### src/rtl/sublen_gen.sv
module sublen_gen #(
  parameter int NLEN  = 10,
  parameter int LW    = 5,
  parameter int TOTAL = 128,
  parameter int LMIN  = 11,
  parameter int NSPAN = 6,
  parameter int RMIN  = 4,
  parameter int RMAX  = 16
) (
  input  logic                     clk,
  input  logic                     rst_n,
  input  logic [3:0]               seed,
  input  logic                     start,
  output logic                     done,
  output logic [NLEN-1:0][LW-1:0]  lens
);
  localparam int NDRAW = NLEN - 1;
  localparam int CW    = $clog2(NDRAW + 1);
  localparam int SW    = $clog2(NDRAW * (LMIN + NSPAN - 1) + 1);

  logic [3:0]               lfsr;
  logic                     busy;
  logic [CW-1:0]            phase;
  logic [SW-1:0]            acc;
  logic [NDRAW-1:0][LW-1:0] stage;
  logic [LW-1:0]            draw;
  logic signed [SW:0]       rem;
  logic                     fits;

  assign draw = LW'(32'(lfsr) % NSPAN + LMIN);
  assign rem  = (SW+1)'(TOTAL) - $signed({1'b0, acc});
  assign fits = (rem >= RMIN) && (rem <= RMAX);

  always_ff @(posedge clk) begin
    if (!rst_n) begin
      lfsr  <= (seed == 4'd0) ? 4'd1 : seed;
      busy  <= 1'b0;
      phase <= '0;
      acc   <= '0;
      stage <= '0;
      lens  <= '0;
      done  <= 1'b0;
    end else begin
      done <= 1'b0;
      if (!busy) begin
        if (start) begin
          busy  <= 1'b1;
          phase <= '0;
          acc   <= '0;
        end
      end else if (phase < CW'(NDRAW)) begin
        stage[phase] <= draw;
        acc          <= acc + SW'(draw);
        lfsr         <= {lfsr[1] ^ lfsr[0], lfsr[3:1]};
        phase        <= phase + 1'b1;
      end else begin
        if (fits) begin
          lens <= {rem[LW-1:0], stage};
          done <= 1'b1;
          busy <= 1'b0;
        end
        phase <= '0;
        acc   <= '0;
      end
    end
  end
endmodule

### config.mk
export PLATFORM = sky130hd
export DESIGN_NAME = sublen_gen
export DESIGN_NICKNAME = d
export VERILOG_FILES = /design/src/rtl/sublen_gen.sv
export SDC_FILE = /design/constraint.sdc
export NUM_CORES = 1
export LEC_CHECK = 0
export BUFFER_PORTS_ARGS = -buffer_cell sky130_fd_sc_hd__buf_2
export CORE_MARGIN = 4
export CORE_UTILIZATION = 44
export CTS_BUF_LIST = sky130_fd_sc_hd__clkbuf_4
export DETAILED_ROUTE_END_ITERATION = 16
export PLACE_DENSITY = 0.73
export SLEW_MARGIN = 20
export SYNTH_ARGS = -nofsm -noshare
export SYNTH_HDL_FRONTEND = slang
export SYNTH_SLANG_ARGS = --single-unit
### constraint.sdc
create_clock -name clk -period 3.4 [get_ports clk]
set_input_delay 0.17 -clock clk [delete_from_list [all_inputs] [get_ports clk]]
set_output_delay 0.17 -clock clk [all_outputs]
set_load 0.02 [all_outputs]
======== Yosys cells after proc, flatten, opt, wreduce, memory -nomap -nowiden ========
Cells that the tools add are included.
word-level totals
  register bits after elaboration ......... 113
  input bits .............................. 7
  output and inout bits ................... 51
cells by class
  $add $sub $neg .......................... 4
  divide/modulo/power cells ............... 1
  $lt $le $gt $ge ......................... 5
  eq/ne operators ......................... 2
  mux-type cells .......................... 18
  bitwise operators ....................... 4
  reduce and logical (&&, ||, !) cells .... 8
operators by type and width
  operator                number
  $bwmux W45              1
  $mod A4 B3 Y32 const B  1
  $mux W4                 7
  $mux W8                 3
  $demux W5 S4            1
  $ge A9 B4 Y1 const B    1
  $le A9 B6 Y1 const B    1
  $sub A8 B8 Y9 const A   1
  $add A8 B5 Y8           1
  $add A5 B4 Y5 const B   1
  $lt A4 B5 Y1 const B    1
  $mux W1                 5
  $mux W5                 1
  $add A4 B1 Y4 const B   1
  $ge A4 B1 Y1 const B    1
  $logic_not A4 Y1        1
  $lt A4 B4 Y1 const B    1
  $ne A2 B1 Y1 const B    2
  $reduce_and A2 Y1       2
  $not A1 Y1              3
  $reduce_and A3 Y1       1
  $reduce_or A3 Y1        1
  $logic_and A1 B1 Y1     2
  $reduce_bool A2 Y1      1
  $xor A1 B1 Y1           1

======== Logic depth before layout (Yosys ltp) ========
  depth in word-level cells ............... 6
  gate-level depth with buffers ........... 17
  gate-level depth less buffers ........... 15

======== Least setup slack after synthesis ========
No wires, ideal clock.
  path type ............................... reg2reg
  start point ............................. register lfsr[0]
  end point ............................... register acc[5]
  setup time .............................. 70 ps
  arrival time ............................ 3503 ps
  slack ................................... -174 ps
  stages on the path, launching flop included .. 16
  period minus slack after synthesis ...... 3574 ps
  path through ............................ edfxtp_1 -> clkbuf_1 -> inv_1 -> ha_1 -> or2_2 -> a22oi_1 -> xnor2_1 -> ha_1 -> clkbuf_1 -> inv_1 -> ha_1 -> a211oi_1 -> o21ai_0 -> a211oi_1 -> o21ai_0 -> a21oi_1
between the ends
  longest elaborated chain between the ends .. 5
RTL lines
  item                      RTL line  RTL
  start: declaration        21        logic [3:0] lfsr;
  start signal: assignment  36        lfsr <= (seed == 4'd0) ? 4'd1 : seed;
  start signal: assignment  54        lfsr <= {lfsr[1] ^ lfsr[0], lfsr[3:1]};
  $mod A4 B3 Y32            30        assign draw = LW'(32'(lfsr) % NSPAN + LMIN);
  $add A5 B4 Y5             30
  named net draw[0]         26        logic [LW-1:0] draw;
  $add A8 B5 Y8             53        acc <= acc + SW'(draw);
  $mux W8                   51        end else if (phase < CW'(NDRAW)) begin
  $mux W8                   45        if (!busy) begin
  end signal: assignment    53
  end: declaration          24        logic [SW-1:0] acc;
The timed path passes the listed nets, and every way through them passes these cells.
A chain may end at the register's enable or synchronous reset.

======== Worst setup path in the final report ========
  start point ............................. register lfsr[2]
  end point ............................... register acc[5]
The elaborated chain is that of the path after synthesis.

==> results.toml <==
[status]
status = "finished, final reports clean"

[critical_path]
worst-path-max-fanout = 6
crit_path_max_incr_delay_ps = 470
critPathBufInv = 1
rr_endpoint = "acc[5]"
slowest_stage = "edfxtp_1"
path_cells = "nor2b_1 > ha_1 > or3_1 > a2111oi_2 > buf_4 > nor2_4 > nand2_1 > ha_1 > o21ai_0 > o21ai_1 > a21oi_1 > or3_1 > a21oi_1"
rrSetupSlack_ps = 270
critPathCaptureType = "flip-flop"
reg2reg_depth = 13
cp-start-kind = "flip-flop"
critPathTopFamily = "simple AND/OR/NAND/NOR gates"
path_class = "reg -> reg"
r2r_start = "lfsr[2]"
cp_data_required_time_ps = 3830
critical_path_arrival_ps = 3560

[grt]
antenna_found_initial = 1
grt_overflow = 0
grt_max_degree = 84
track_usage_pct = 18.5
grt_pass1_wl_um = 19800
grt_pass1_vias = 4049

[layout]
final_common_cell = "nand2_1"
finalNetCount = 675
drive_gt1_share_pct = 19.3
area_growth_pct = 16.6
layout_common_cells = "120 x nand2_1, 109 x dfxtp_1, 56 x buf_2, 55 x mux2i_1, 54 x nor2_1"

[synth]
ys_seq_area_share_pct = 44.3
yosysUniqueCellTypes = 55
synth_area_leaders = "dfxtp_1 42%, mux2i_1 11%, nand2_1 8.7%"
yosys_warnings = 0
synth_edf_count = 4
netlist_area_um2 = 5200
ys_async_sr_fraction_pct = 0
synth_nets = 607
synthCells = 582
synth_top_area_share_pct = 42.0
yosys.area.top_type = "dfxtp_1"
ys.flop_type = "dfxtp_1"
yosys_register_bits = 113
syn_area_per_cell_um2 = 8.93

[pwr]
clkPwrFrac_pct = 33.3
power_frac_comb_pct = 20.0
leakage_nw = 2.31
power.density_nw_per_um2 = 495
p_sw_uw = 882
ir_worst_vdd_mv = 0.198
p_sw_share_pct = 29.4
power.total_mw = 3.00
internal-power_mw = 2.12
seqPwrFrac_pct = 46.6

[timing]
finalSetupViolations = 0
relSlewSlack_pct = 40.3
fin_skew_ps = 14.0
hold_viol = 0
fin_crit_sh_pct = 92.2
worst_pin_slew_ps = 895
layout_min_cycle_time_ps = 3130
fmax_mhz = 319
finalMaxSlewViolations = 0
fin_tns_setup_ps = 0

[die]
rows = 39
core-area_um2 = 11500
ios = 58
floorplan.initialDensity_pct = 45.2
die_area_um2 = 13600
die_height_um = 117
die_w_um = 117

[drt]
vias = 4325
routedWlPerCell_um = 14.8
drtAntennaViolNets = 0
first_iter_violations = 325
drtPass1Iterations = 5
drc = 0
routed_via_density = 5.36
routed_wl_um = 12000

[place]
port_buffers = 57
gp_congestion = 0.816
dpl.hpwl_um = 8260

[clock_tree]
cts.htree.levels = 4
cts_made_buffers = 17
clk_latency_ps = 500
clkSinkCount = 113
cts_tree = "built"
cts-root-buf = "clkbuf_4"
cts_buffer_depth = 2
cts.clk_slew.worst_paths_ps = 100

[min_path]
whs_path_depth = 3
hold_path_class = "in -> reg"
min_from = "rst_n"
hold_end = "lens[5]"

[job]
drv_cap = 0
[worst register-to-register path, stage by stage (launching register included)]
cell and delay, ps:
edfxtp_1 470, nor2b_1 180, ha_1 260, or3_1 410, a2111oi_2 400, buf_4 200
nor2_4 40, nand2_1 80, ha_1 150, o21ai_0 140, o21ai_1 200, a21oi_1 100
or3_1 310, a21oi_1 140
[kinds of logic (layout without fill, tap and decap cells)]
| family | count (synthesis) | after routing | share of synthesized area (%) |
|---|---|---|---|
| buf+inv | 51 | 132 | 5.22 |
| mux | 58 | 58 | 11.2 |
| fa+ha+maj | 18 | 18 | 4.48 |
| other cells | 0 | 1 | 0 |
| compound gates | 110 | 110 | 15.3 |
| xor+xnor | 5 | 5 | 0.842 |
| flops | 113 | 113 | 44.3 |
| simple gates | 227 | 227 | 18.6 |
[worst max-delay path by stage]
stage,startpoint,end,slack (ps),cells after the start
2_1_floorplan,lfsr[0],acc[7],90,16
3_3_place_gp,lfsr[3],acc[5],30,13
3_5_place_dp,lfsr[3],acc[5],-60,13
4_1_cts,lfsr[3],acc[7],60,13
5_1_grt,lfsr[2],acc[5],-10,13
6_report,lfsr[2],acc[5],270,13
[timing repair]
| action | 4_1_cts | 5_1_grt |
|---|---|---|
| endpoints found under the hold margin | 5 | 0 |
| hold buffers | 5 | 0 |
| setup buffers | 0 | 4 |
| pin swaps | 0 | 4 |
| endpoints found under the setup margin | 1 | 4 |
| gates resized for setup | 1 | 12 |
[area by class of cell]
class / count / area, µm²
repair buffers: 86 / 531
clock buffers: 19 / 143
well taps: 143 / 179
diodes: 1 / 2.50
fillers: 1089 / 5450
inverters: 14 / 52.6
multi-input cells: 418 / 2710
flip-flops and latches: 113 / 2300
clock inverters: 13 / 144
[power groups by stage]
| stage | Clock, mW | Combinational [mW] | Sequential, mW |
|---|---|---|---|
| floorplan | 0 | 0.386 | 1.42 |
| global placement | 0 | 0.536 | 1.43 |
| detailed placement | 0 | 0.544 | 1.43 |
| CTS | 1.04 | 0.552 | 1.40 |
| global route | 1.10 | 0.672 | 1.41 |
| finish | 1.00 | 0.601 | 1.40 |
[cell usage after synthesis, drive strengths merged (4+ instances only)]
master / count
nand2: 120
dfxtp: 109
mux2i: 55
nor2: 55
clkbuf: 29
a211oi: 21
o21ai: 20
ha: 17
a21oi: 16
nor3: 15
inv: 14
a311oi: 9
nand3: 9
o2111ai: 9
buf: 8
o221ai: 8
nand2b: 5
nor2b: 5
a22oi: 4
edfxtp: 4
[layer usage]
metal | share of wire [%] | global-route usage (%) | wire (µm) | up-vias
met5 | 0 | 0 | 0 | -
met3 | 4.4 | 4.61 | 530 | 13
met2 | 48 | 29.5 | 5750 | 88
met4 | 1.5 | 6.96 | 180 | 0
met1 | 46 | 24.2 | 5520 | 2026
li1 | - | - | - | 2198
[flip-flops by register name (all words and copies together), names as in the netlist]
name / flops
lens: 50
stage: 45
acc: 8
lfsr: 4
phase: 4
busy: 1
done: 1
[stage by stage]
step	setup WS (ps)	std cells	hold WS (ps)	cell area, µm²	utilization, %
after CTS	60.7	802	68.3	5970	51.9
final	266	807	136	6060	52.7
after floorplan	90.1	582	390	5220	-
after global routing	-12.1	807	112	6060	52.7
after detailed placement	-60.4	765	443	5630	48.9
after global placement	33.6	765	438	5630	48.9
Note: power is estimated with default switching activity, not from simulation.
